--- config.mk ---
export PLATFORM = sky130hd
export DESIGN_NAME = lnk_skew_cal
export DESIGN_NICKNAME = d
export VERILOG_FILES = /design/src/rtl/lsc_pkg.sv /design/src/rtl/lsc_pat_gen.sv /design/src/rtl/lsc_rx_check.sv /design/src/rtl/lsc_win_track.sv /design/src/rtl/lsc_sweep_seq.sv /design/src/rtl/lnk_skew_cal.sv
export SDC_FILE = /design/constraint.sdc
export NUM_CORES = 1
export LEC_CHECK = 0
export CAP_MARGIN = 30
export CORE_MARGIN = 4
export CORE_UTILIZATION = 56
export CTS_BUF_LIST = sky130_fd_sc_hd__clkbuf_2
export DETAILED_ROUTE_END_ITERATION = 10
export GPL_TIMING_DRIVEN = 0
export PLACE_DENSITY = 0.83
export SLEW_MARGIN = 0
export SYNTH_ARGS = -nofsm -noshare
export SYNTH_HDL_FRONTEND = slang
export SYNTH_SLANG_ARGS = --single-unit
--- constraint.sdc ---
create_clock -name clk -period 3.82 [get_ports clk]
set_input_delay 1.146 -clock clk [delete_from_list [all_inputs] [get_ports clk]]
set_output_delay 1.146 -clock clk [all_outputs]
set_load 0.1 [all_outputs]
--- src/rtl/lsc_pkg.sv ---
package lsc_pkg;

  localparam int WORD_W = 32;
  typedef logic [WORD_W-1:0] word_t;

  localparam word_t LFSR_MASK = 32'h0040_0007;

  typedef enum logic [2:0] {
    ST_IDLE = 3'd0,
    ST_ARM  = 3'd1,
    ST_RUN  = 3'd2,
    ST_EVAL = 3'd3,
    ST_FIN  = 3'd4
  } seq_st_e;

  // Galois LFSR step, polynomial x^32 + x^22 + x^2 + x + 1
  function automatic word_t lfsr_step(input word_t cur);
    word_t nxt;
    nxt = {cur[WORD_W-2:0], 1'b0};
    if (cur[WORD_W-1]) nxt = nxt ^ LFSR_MASK;
    return nxt;
  endfunction

endpackage

--- src/rtl/lsc_pat_gen.sv ---
module lsc_pat_gen
  import lsc_pkg::*;
#(
  parameter int    BURST_LEN = 16,
  parameter word_t SEED      = 32'hACE1_2B3F
) (
  input  logic  clk,
  input  logic  rst_n,
  input  logic  go_i,
  output logic  vld_o,
  output word_t word_o
);
  localparam int CW = $clog2(BURST_LEN + 1);
  localparam logic [CW-1:0] FULL = CW'(BURST_LEN);

  logic [CW-1:0] left_q;
  word_t         word_q;
  logic          emit;

  assign emit   = (left_q != '0);
  assign vld_o  = emit;
  assign word_o = word_q;

  always_ff @(posedge clk) begin
    if (!rst_n) begin
      left_q <= '0;
      word_q <= '0;
    end else if (go_i) begin
      left_q <= FULL;
      word_q <= SEED;
    end else if (emit) begin
      left_q <= left_q - 1'b1;
      word_q <= lfsr_step(word_q);
    end
  end


  word_change_chk: assert property (@(posedge clk) disable iff (!rst_n)
    (vld_o && $past(vld_o) && !$past(go_i)) |-> (word_o != $past(word_o)));


  seed_first_chk: assert property (@(posedge clk) disable iff (!rst_n)
    go_i |=> (vld_o && word_o == SEED));

endmodule

--- src/rtl/lsc_rx_check.sv ---
module lsc_rx_check
  import lsc_pkg::*;
#(
  parameter int    BURST_LEN = 16,
  parameter word_t SEED      = 32'hACE1_2B3F
) (
  input  logic  clk,
  input  logic  rst_n,
  input  logic  arm_i,
  input  logic  rx_vld_i,
  input  word_t rx_word_i,
  output logic  done_o,
  output logic  pass_o
);
  localparam int CW = $clog2(BURST_LEN + 1);
  localparam logic [CW-1:0] FULL = CW'(BURST_LEN);

  word_t         exp_q;
  logic [CW-1:0] rcv_q;
  logic [CW-1:0] hit_q;
  logic          take;
  logic          word_hit;

  assign take     = rx_vld_i && (rcv_q != FULL);
  assign word_hit = take && (rx_word_i == exp_q);
  assign done_o   = (rcv_q == FULL);
  assign pass_o   = (hit_q == FULL);

  always_ff @(posedge clk) begin
    if (!rst_n) begin
      exp_q <= '0;
      rcv_q <= FULL;
      hit_q <= '0;
    end else if (arm_i) begin
      exp_q <= SEED;
      rcv_q <= '0;
      hit_q <= '0;
    end else if (take) begin
      exp_q <= lfsr_step(exp_q);
      rcv_q <= rcv_q + 1'b1;
      if (word_hit) hit_q <= hit_q + 1'b1;
    end
  end


  hit_le_rcv_chk: assert property (@(posedge clk) disable iff (!rst_n)
    (!$past(arm_i) && $past(rcv_q) == FULL && $past(hit_q) == '0) |-> (hit_q == '0));


  no_take_hold_chk: assert property (@(posedge clk) disable iff (!rst_n)
    (!take && !arm_i) |=> ($stable(hit_q) && $stable(rcv_q)));


  pass_needs_done_chk: assert property (@(posedge clk) disable iff (!rst_n)
    pass_o |-> done_o);

endmodule

--- src/rtl/lsc_win_track.sv ---
module lsc_win_track #(
  parameter int OFS_W = 5
) (
  input  logic             clk,
  input  logic             rst_n,
  input  logic             clr_i,
  input  logic             upd_i,
  input  logic             pass_i,
  input  logic [OFS_W-1:0] tap_i,
  output logic             have_o,
  output logic [OFS_W-1:0] lo_o,
  output logic [OFS_W-1:0] hi_o
);
  localparam logic [OFS_W:0] ONE = {{OFS_W{1'b0}}, 1'b1};

  logic             in_run_q;
  logic [OFS_W-1:0] run_lo_q;
  logic [OFS_W:0]   best_len_q;
  logic [OFS_W-1:0] cand_lo;
  logic [OFS_W:0]   cand_len;
  logic             widen;

  assign cand_lo  = in_run_q ? run_lo_q : tap_i;
  assign cand_len = {1'b0, tap_i} - {1'b0, cand_lo} + ONE;
  assign widen    = upd_i && pass_i && (cand_len > best_len_q);

  always_ff @(posedge clk) begin
    if (!rst_n || clr_i) begin
      in_run_q   <= 1'b0;
      run_lo_q   <= '0;
      best_len_q <= '0;
      have_o     <= 1'b0;
      lo_o       <= '0;
      hi_o       <= '0;
    end else if (upd_i) begin
      if (pass_i) begin
        in_run_q <= 1'b1;
        run_lo_q <= cand_lo;
        if (widen) begin
          best_len_q <= cand_len;
          lo_o       <= cand_lo;
          hi_o       <= tap_i;
          have_o     <= 1'b1;
        end
      end else begin
        in_run_q <= 1'b0;
      end
    end
  end


  win_order_chk: assert property (@(posedge clk) disable iff (!rst_n)
    have_o |-> (lo_o <= hi_o));


  fail_breaks_run_chk: assert property (@(posedge clk) disable iff (!rst_n)
    (upd_i && !pass_i && !clr_i) |=> !in_run_q);

endmodule

--- src/rtl/lsc_sweep_seq.sv ---
module lsc_sweep_seq
  import lsc_pkg::*;
#(
  parameter int OFS_W   = 5,
  parameter int TMO_CYC = 64,
  parameter int RST_OFS = 0
) (
  input  logic             clk,
  input  logic             rst_n,
  input  logic             start_i,
  input  logic [OFS_W-1:0] lo_i,
  input  logic [OFS_W-1:0] hi_i,
  input  logic             chk_done_i,
  input  logic             chk_pass_i,
  input  logic             have_i,
  input  logic [OFS_W-1:0] best_lo_i,
  input  logic [OFS_W-1:0] best_hi_i,
  output logic [OFS_W-1:0] tap_o,
  output logic             go_o,
  output logic             trk_clr_o,
  output logic             trk_upd_o,
  output logic             trk_pass_o,
  output logic             busy_o,
  output logic             done_o,
  output logic             fail_o,
  output logic [OFS_W-1:0] sel_o,
  output logic [OFS_W-1:0] wlo_o,
  output logic [OFS_W-1:0] whi_o
);
  localparam int TW = $clog2(TMO_CYC + 1);
  localparam logic [TW-1:0]    TMO_LAST = TW'(TMO_CYC - 1);
  localparam logic [OFS_W-1:0] OFS_RST  = OFS_W'(RST_OFS);
  localparam logic [OFS_W-1:0] OFS_ONE  = {{(OFS_W-1){1'b0}}, 1'b1};

  function automatic logic [OFS_W-1:0] mid_of(input logic [OFS_W-1:0] a,
                                              input logic [OFS_W-1:0] b);
    logic [OFS_W:0] s;
    s = {1'b0, a} + {1'b0, b};
    return s[OFS_W:1];
  endfunction

  seq_st_e          st_q;
  logic [TW-1:0]    tmo_q;
  logic [OFS_W-1:0] lo_q;
  logic [OFS_W-1:0] hi_q;

  logic start_acc;
  logic tmo_hit;
  logic step_end;
  logic sweep_last;

  assign start_acc  = (st_q == ST_IDLE) && start_i;
  assign tmo_hit    = (st_q == ST_RUN) && (tmo_q == TMO_LAST);
  assign step_end   = (st_q == ST_RUN) && (chk_done_i || tmo_hit);
  assign sweep_last = (tap_o >= hi_q);

  assign go_o       = (st_q == ST_ARM);
  assign busy_o     = (st_q != ST_IDLE);
  assign trk_clr_o  = start_acc;
  assign trk_upd_o  = (st_q == ST_EVAL);
  assign trk_pass_o = chk_pass_i;

  always_ff @(posedge clk) begin
    if (!rst_n) begin
      st_q   <= ST_IDLE;
      tmo_q  <= '0;
      lo_q   <= '0;
      hi_q   <= '0;
      tap_o  <= OFS_RST;
      done_o <= 1'b0;
      fail_o <= 1'b0;
      sel_o  <= '0;
      wlo_o  <= '0;
      whi_o  <= '0;
    end else begin
      done_o <= 1'b0;
      unique case (st_q)
        ST_IDLE: begin
          if (start_acc) begin
            lo_q   <= lo_i;
            hi_q   <= hi_i;
            tap_o  <= lo_i;
            fail_o <= 1'b0;
            sel_o  <= '0;
            wlo_o  <= '0;
            whi_o  <= '0;
            st_q   <= ST_ARM;
          end
        end
        ST_ARM: begin
          tmo_q <= '0;
          st_q  <= ST_RUN;
        end
        ST_RUN: begin
          tmo_q <= tmo_q + 1'b1;
          if (step_end) st_q <= ST_EVAL;
        end
        ST_EVAL: begin
          if (sweep_last) begin
            st_q <= ST_FIN;
          end else begin
            tap_o <= tap_o + OFS_ONE;
            st_q  <= ST_ARM;
          end
        end
        ST_FIN: begin
          done_o <= 1'b1;
          if (have_i) begin
            tap_o <= mid_of(best_lo_i, best_hi_i);
            sel_o <= mid_of(best_lo_i, best_hi_i);
            wlo_o <= best_lo_i;
            whi_o <= best_hi_i;
          end else begin
            fail_o <= 1'b1;
            tap_o  <= OFS_RST;
          end
          st_q <= ST_IDLE;
        end
        default: st_q <= ST_IDLE;
      endcase
    end
  end


  tap_in_range_chk: assert property (@(posedge clk) disable iff (!rst_n)
    (st_q == ST_ARM || st_q == ST_RUN || st_q == ST_EVAL)
      |-> (tap_o >= lo_q && (tap_o <= hi_q || tap_o == lo_q)));


  tap_held_chk: assert property (@(posedge clk) disable iff (!rst_n)
    (st_q == ST_RUN) |=> $stable(tap_o));


  tmo_bound_chk: assert property (@(posedge clk) disable iff (!rst_n)
    tmo_hit |=> (st_q == ST_EVAL));


  done_pulse_chk: assert property (@(posedge clk) disable iff (!rst_n)
    done_o |=> !done_o);


  sel_in_window_chk: assert property (@(posedge clk) disable iff (!rst_n)
    (done_o && !fail_o) |-> (wlo_o <= sel_o && sel_o <= whi_o && tap_o == sel_o));


  fail_reset_ofs_chk: assert property (@(posedge clk) disable iff (!rst_n)
    (done_o && fail_o) |-> (tap_o == OFS_RST && sel_o == '0 && wlo_o == '0 && whi_o == '0));


  result_hold_chk: assert property (@(posedge clk) disable iff (!rst_n)
    (st_q == ST_IDLE && !start_i)
      |=> ($stable(tap_o) && $stable(sel_o) && $stable(fail_o) && $stable(wlo_o) && $stable(whi_o)));


  start_ignored_chk: assert property (@(posedge clk) disable iff (!rst_n)
    busy_o |=> ($stable(lo_q) && $stable(hi_q)));

endmodule

--- src/rtl/lnk_skew_cal.sv ---
module lnk_skew_cal
  import lsc_pkg::*;
#(
  parameter int    OFS_W     = 5,
  parameter int    BURST_LEN = 16,
  parameter int    TMO_CYC   = 64,
  parameter int    RST_OFS   = 0,
  parameter word_t SEED      = 32'hACE1_2B3F
) (
  input  logic              clk,
  input  logic              rst_n,
  input  logic              cal_start_i,
  input  logic [OFS_W-1:0]  sweep_lo_i,
  input  logic [OFS_W-1:0]  sweep_hi_i,
  output logic [OFS_W-1:0]  tap_o,
  output logic              burst_go_o,
  output logic              tx_vld_o,
  output logic [WORD_W-1:0] tx_word_o,
  input  logic              rx_vld_i,
  input  logic [WORD_W-1:0] rx_word_i,
  output logic              cal_busy_o,
  output logic              cal_done_o,
  output logic              cal_fail_o,
  output logic [OFS_W-1:0]  sel_ofs_o,
  output logic [OFS_W-1:0]  win_lo_o,
  output logic [OFS_W-1:0]  win_hi_o
);
  logic             chk_done;
  logic             chk_pass;
  logic             trk_clr;
  logic             trk_upd;
  logic             trk_pass;
  logic             trk_have;
  logic [OFS_W-1:0] trk_lo;
  logic [OFS_W-1:0] trk_hi;
  logic [OFS_W-1:0] trk_tap;

  assign trk_tap = tap_o;

  lsc_sweep_seq #(
    .OFS_W(OFS_W), .TMO_CYC(TMO_CYC), .RST_OFS(RST_OFS)
  ) u_seq (
    .clk(clk), .rst_n(rst_n), .start_i(cal_start_i),
    .lo_i(sweep_lo_i), .hi_i(sweep_hi_i),
    .chk_done_i(chk_done), .chk_pass_i(chk_pass),
    .have_i(trk_have), .best_lo_i(trk_lo), .best_hi_i(trk_hi),
    .tap_o(tap_o), .go_o(burst_go_o),
    .trk_clr_o(trk_clr), .trk_upd_o(trk_upd), .trk_pass_o(trk_pass),
    .busy_o(cal_busy_o), .done_o(cal_done_o), .fail_o(cal_fail_o),
    .sel_o(sel_ofs_o), .wlo_o(win_lo_o), .whi_o(win_hi_o)
  );

  lsc_pat_gen #(.BURST_LEN(BURST_LEN), .SEED(SEED)) u_gen (
    .clk(clk), .rst_n(rst_n), .go_i(burst_go_o),
    .vld_o(tx_vld_o), .word_o(tx_word_o)
  );

  lsc_rx_check #(.BURST_LEN(BURST_LEN), .SEED(SEED)) u_chk (
    .clk(clk), .rst_n(rst_n), .arm_i(burst_go_o),
    .rx_vld_i(rx_vld_i), .rx_word_i(rx_word_i),
    .done_o(chk_done), .pass_o(chk_pass)
  );

  lsc_win_track #(.OFS_W(OFS_W)) u_trk (
    .clk(clk), .rst_n(rst_n), .clr_i(trk_clr), .upd_i(trk_upd),
    .pass_i(trk_pass), .tap_i(trk_tap),
    .have_o(trk_have), .lo_o(trk_lo), .hi_o(trk_hi)
  );


  go_starts_burst_chk: assert property (@(posedge clk) disable iff (!rst_n)
    burst_go_o |=> tx_vld_o);


  go_only_busy_chk: assert property (@(posedge clk) disable iff (!rst_n)
    burst_go_o |-> (cal_busy_o && !cal_done_o));

endmodule

## After elaboration in Yosys (flattened, before gate mapping)

Cells that the tools add are included.

| storage, ports and cells | value |
|---|---|
| register bits | 139 |
| bits of input ports | 46 |
| output and inout port bits | 57 |
| logic and storage cells | 110 |

| operators by class | value |
|---|---|
| add/sub/neg operators | 8 |
| $lt $le $gt $ge | 2 |
| equality and inequality tests | 14 |
| multiplexer cells | 32 |
| bitwise gates (word level) | 3 |
| reductions and logical operators | 27 |

Operators by type and width:

| kind | count |
|---|---|
| $mux W32 | 4 |
| $mux W5 | 12 |
| $mux W23 | 2 |
| $eq A32 B32 Y1 | 1 |
| $pmux W5 S2 | 3 |
| $add A5 B1 Y5 const B | 3 |
| $pmux W5 S3 | 1 |
| $pmux W7 S2 | 1 |
| $pmux W3 S4 | 1 |
| $reduce_and A3 Y1 | 4 |
| $eq A5 B5 Y1 const B | 2 |
| $mux W3 | 3 |
| $not A4 Y4 | 2 |
| $reduce_and A2 Y1 | 4 |
| $reduce_bool A2 Y1 | 4 |
| $add A7 B1 Y7 const B | 1 |
| $eq A7 B6 Y1 const B | 1 |
| $logic_and A1 B1 Y1 | 7 |
| $add A5 B5 Y6 | 1 |
| $add A6 B1 Y6 const B | 1 |
| $eq A3 B2 Y1 const B | 2 |
| $gt A6 B6 Y1 | 1 |
| $ne A2 B1 Y1 const B | 3 |
| $reduce_bool A3 Y1 | 2 |
| 15 further kinds | 20 |

## Depth between registers and ports, before layout

| logic depth | value |
|---|---|
| word-level depth | 6 |
| gate-level depth with buffers | 20 |
| depth with buffers taken out | 18 |

## By module

Synthesis repeated with hierarchy kept, for this count alone.

| second synthesis, totals | value |
|---|---|
| cells, all modules | 806 |
| area, all modules | 6972.9 um^2 |

By module, submodules not included:

| module | instances | cells an instance | area an instance (um^2) |
|---|---|---|---|
| lsc_sweep_seq | 1 | 244 | 2098.3 |
| lsc_rx_check | 1 | 257 | 2085.8 |
| lsc_pat_gen | 1 | 157 | 1456.4 |
| lsc_win_track | 1 | 148 | 1332.5 |

## Worst setup path before layout

No wires, ideal clock.

| timing | value |
|---|---|
| kind | reg-to-reg |
| start | register u_seq.tap_o[1] |
| end | register u_trk.hi_o[2] |
| library setup time | 0.119 ns |
| arrival time | 3.987 ns |
| data required time | 3.701 ns |
| path slack | -0.286 ns |
| stages on the path, launching flop included | 20 |
| buffers on the path | 1 |
| period minus slack after synthesis | 4.106 ns |
| path through | dfxtp_1 > inv_1 > o21ai_0 > ha_1 > inv_1 > ha_1 > inv_1 > fa_1 > inv_1 > a21o_1 > a21oi_1 > xor2_1 > ha_1 > and4_1 > nand3_1 > nand2_1 > a21oi_2 > buf_4 > mux2i_1 > nor2_1 |

| between the ends | value |
|---|---|
| longest elaborated chain between the ends | 6 |

RTL lines:

| what | line | source |
|---|---|---|
| start: declaration | lsc_sweep_seq.sv:18 | `output logic [OFS_W-1:0] tap_o,` |
| start signal: assignment | lsc_sweep_seq.sv:82 | `tap_o <= lo_i;` |
| start signal: assignment | lsc_sweep_seq.sv:102 | `tap_o <= tap_o + OFS_ONE;` |
| start signal: assignment | lsc_sweep_seq.sv:109 | `tap_o <= mid_of(best_lo_i, best_hi_i);` |
| $mux W5 | lsc_win_track.sv:23 | `assign cand_lo = in_run_q ? run_lo_q : tap_i;` |
| net u_trk.cand_lo[1] | lsc_win_track.sv:19 | `logic [OFS_W-1:0] cand_lo;` |
| $sub A5 B5 Y6 | lsc_win_track.sv:24 | `assign cand_len = {1'b0, tap_i} - {1'b0, cand_lo} + ONE;` |
| $add A6 B1 Y6 | lsc_win_track.sv:24 |  |
| net u_trk.cand_len[5] | lsc_win_track.sv:20 | `logic [OFS_W:0] cand_len;` |
| $gt A6 B6 Y1 | lsc_win_track.sv:25 | `assign widen = upd_i && pass_i && (cand_len > best_len_q);` |
| $logic_and A1 B1 Y1 | lsc_win_track.sv:25 |  |
| $reduce_and A3 Y1 (no line) | n/a |  |
| end signal: assignment | lsc_win_track.sv:42 | `hi_o <= tap_i;` |
| end: declaration | lsc_win_track.sv:12 | `output logic [OFS_W-1:0] hi_o` |

The timed path passes the listed nets, and every way through them passes these cells.
A chain may end at the register's enable or synchronous reset.

## Worst setup path in the final report

Ends and elaborated chain as after synthesis.

==> key figures <==
Routing
  – DR WL/cell: 16.01 microns
  – WL final: 16,510 microns
  – TritonRoute pass-1 iters: 5
  – Drt initial violations: 365
  – Vias/cell: 5.699
  – Routed Antenna Nets: 0
  – Via Count: 5,876
  – Drc violations: 0

Yosys
  – Net count after synthesis: 840
  – Sequential area share after synthesis: 43.40%
  – Ys async rst share: 0%
  – Mapped Cells: 760
  – Synth cell types: 57
  – #FFs+latches synth: 139
  – EDFF count, synth: 0
  – Top_reg_cell synth: dfxtp_1
  – Synth Warn #: 0
  – Mapped Avg Cell Area: 8.437 sq um
  – Synthesized cell area: 0.006412 sq mm

STA
  – Max Freq: 272.1 MHz
  – Sum Neg Setup Slack: 0 ps
  – Final WS setup: 144.9 ps
  – Final period util: 96.21%
  – Tmin final: 3675 ps
  – RSZ-0062 raised after global routing: true
  – Hold slack: roughly 460 ps
  – Skew final: 32.46 ps
  – Worst-margin pin slew: 1007 ps
  – Final setup fails: 0
  – Relative slew slack: 32.65%
  – Max-slew violations: 0
  – Final Hold Vio Count: 0

Floorplanning
  – FP Rows: 38
  – I/O pin total: 103
  – Die X: 115.0 microns
  – Die Ht: 115.0 microns
  – Core box area: 0.01103 sq mm
  – Starting Density: between 50% and 60%
  – DIE AREA: 0.01323 sq mm

Setup path
  – Most common cell on crit path: inv_1
  – CP Launch Type: flop
  – Crit-path cells: inv_1 -> o21ai_1 -> ha_1 -> inv_1 -> ha_1 -> inv_1 -> fa_1 -> inv_1 -> a21o_1 -> a21oi_1 -> xor2_1 -> ha_1 -> and4_1 -> nand3_1 -> nand2_1 -> a21oi_4 -> buf_4 -> mux2i_1 -> nor2_1
  – Worst path arrival time: 4300 ps
  – WP data required: 4450 ps
  – Worst path slowest cell: dfxtp_4
  – Critical Path Fanout Max: 10
  – Worst Setup End Kind: flop
  – Setup CP Type: flop to flop
  – CP peak stage delay: roughly 450 ps

Clocking
  – Clock Latency Late Sink: 720 ps
  – CTS tree: built
  – H-tree Lvls: 4
  – Post-CTS sizing: 12
  – TritonCTS Sinks: 139
  – Cts bufs inserted: 17
  – Post-CTS setup buffers: 0
  – Hold bufs inserted after CTS: 0
  – CTS root buf: clkbuf_2
  – Worst-path clk slew: 200 ps
  – Longest Clk Path Bufs: 2

Final layout
  – Fin cells: 1,031
  – Ratio of cells with drive above 1 in the final layout: 7.632%
  – Area occupied by multi-input gates: between 0.003 and 0.004 sq mm
  – Register area: 0.002791 sq mm
  – Fillers: ~840
  – N_diodes: 0
  – Layout area overhead: 23.59%
  – Fin area: 0.007925 sq mm
  – Nets: between 900 and 1,000

Placement
  – GP Congestion: ~0.89
  – HPWL Detailed: 12,210 microns
  – Post-Place Cell Area: 0.007604 sq mm
  – Place WS: -153.0 ps
  – Number of port buffers: 101
  – Placed Cells incl. Taps: 1,001

Flow run
  – Max Cap Viol: 0

Min path
  – Hold Crit Class: flop to flop

Run status
  – Status: finished clean

Global route
  – Vias in the first global route: approximately 5,900
  – Tot GR Track Use: 25.26%
  – Largest net degree at the start of global routing: 17
  – Initial antenna violation count: 0
  – Gr ovfl total: 0
  – Global-route wire length before repair: 26,860 microns

Pwr
  – PD cells: around 600 mW/mm^2
  – Leakage: 2.837 nW
  – Worst ir drop on vdd: roughly 0.00065 V
## state kept, by name, summed over array words and instances (netlist names), 3 cells and up
register,count
u_trk.best_len_q,6
u_gen.left_q,5
u_trk.run_lo_q,5
u_chk.exp_q,32
u_seq.tap_o,5
u_seq.st_q,3
u_seq.wlo_o,5
u_gen.word_o,32
u_seq.hi_q,5
u_seq.sel_o,5
u_seq.tmo_q,7
u_chk.hit_q,5
u_seq.whi_o,5
u_trk.hi_o,5
u_chk.rcv_q,5
u_trk.lo_o,5
## routing by layer
| layer | vias to the layer above | global-route usage (%) | share of wire [%] | wire length (microns) |
|---|---|---|---|---|
| met4 | 0 | 9.077 | 1.9 | 314 |
| li1 | 2832 | - | - | - |
| met1 | 2760 | 29.63 | 41 | 6797 |
| met3 | 37 | 7.316 | 7.8 | 1285 |
| met5 | - | 0 | 0 | 0 |
| met2 | 247 | 43.90 | 49 | 8113 |
## where the power goes
part / total [mW] / switching, mW / internal, mW
clock network: 1.07 / 0.570 / 0.503
logic: 1.97 / 1.40 / 0.572
registers: 1.76 / 0.155 / 1.60
total: 4.80 / 2.13 / 2.68
## Yosys cell counts, drive strengths merged, types with 16 or more instances
cell	instances	area [sq um]
nand2	148	555.5
dfxtp	139	2783
a21oi	75	379.1
nor2	61	229.0
xnor2	44	385.4
ha	32	400.4
a31oi	30	187.7
inv	30	112.6
clkbuf	28	105.1
buf	17	87.58
mux2i	17	170.2
nand3	17	85.08
o21ai	16	80.08
## kinds of logic (layout without fill, tap and decap cells)
logic type | after synthesis | count (layout) | share of synthesized area (%)
compound gates | 159 | 159 | 14.99
buf+inv | 76 | 207 | 4.819
flops | 139 | 139 | 43.40
simple gates | 281 | 281 | 19.90
xor+xnor | 54 | 54 | 7.376
fa+ha+maj | 34 | 34 | 6.868
mux | 17 | 17 | 2.654
## metrics by stage
step           util [%]  power (mW)
3_3_place_gp      68.93       3.669
6_report          71.85       4.804
3_5_place_dp      68.93       3.726
5_1_grt           71.85       5.035
4_1_cts           71.76       4.800
2_1_floorplan         -       3.221
## path summary, 6_finish.rpt
kind / startpoint / end / slack (ps) / cells past startpoint
max: u_seq.tap_o[1] / u_trk.hi_o[2] / 140 / 19
min: u_seq.whi_o[2] / u_seq.whi_o[2] / 460 / 2
max reg2reg: u_seq.tap_o[1] / u_trk.hi_o[2] / 140 / 19
min reg2reg: u_seq.whi_o[2] / u_seq.whi_o[2] / 460 / 2
## placed cells by master, fill, tap and decap left out, drive strengths merged, types with 5 or more instances in the layout
| cell type | count |
|---|---|
| nand3 | 17 |
| dfxtp | 139 |
| a21o | 5 |
| o21ai | 16 |
| a21oi | 75 |
| mux2i | 17 |
| inv | 33 |
| a31oi | 30 |
| nor2 | 61 |
| xnor2 | 44 |
| bufinv | 5 |
| buf | 17 |
| a211oi | 12 |
| clkdlybuf4s50 | 98 |
| nand2 | 148 |
| clkbuf | 45 |
| nand4 | 11 |
| ha | 32 |
| nor3 | 11 |
| and2 | 5 |
| a22oi | 6 |
| xor2 | 10 |
## critical path, delay by kind of cell, from the launching register on
| kind | cells | cell delay [ps] |
|---|---|---|
| AO/OA/AOI/OAI | 4 | 590 |
| XOR/XNOR | 1 | 210 |
| adder cells (fa/ha/maj) | 4 | 1130 |
| buffers and inverters | 5 | 520 |
| flip-flops | 1 | 450 |
| multiplexers | 1 | 220 |
| AND/OR/NAND/NOR | 4 | 470 |
## cell type report
class | instances | area share [%]
buffer | 43 | 2.384
clock buffer | 18 | 1.137
clock inverter | 14 | 2.747
inverter | 31 | 1.468
multi-input combinational | 545 | 42.11
sequential | 139 | 35.22
tap | 140 | 2.210
timing repair buffer | 101 | 12.73
No activity file was read; power rests on OpenSTA's default activity.
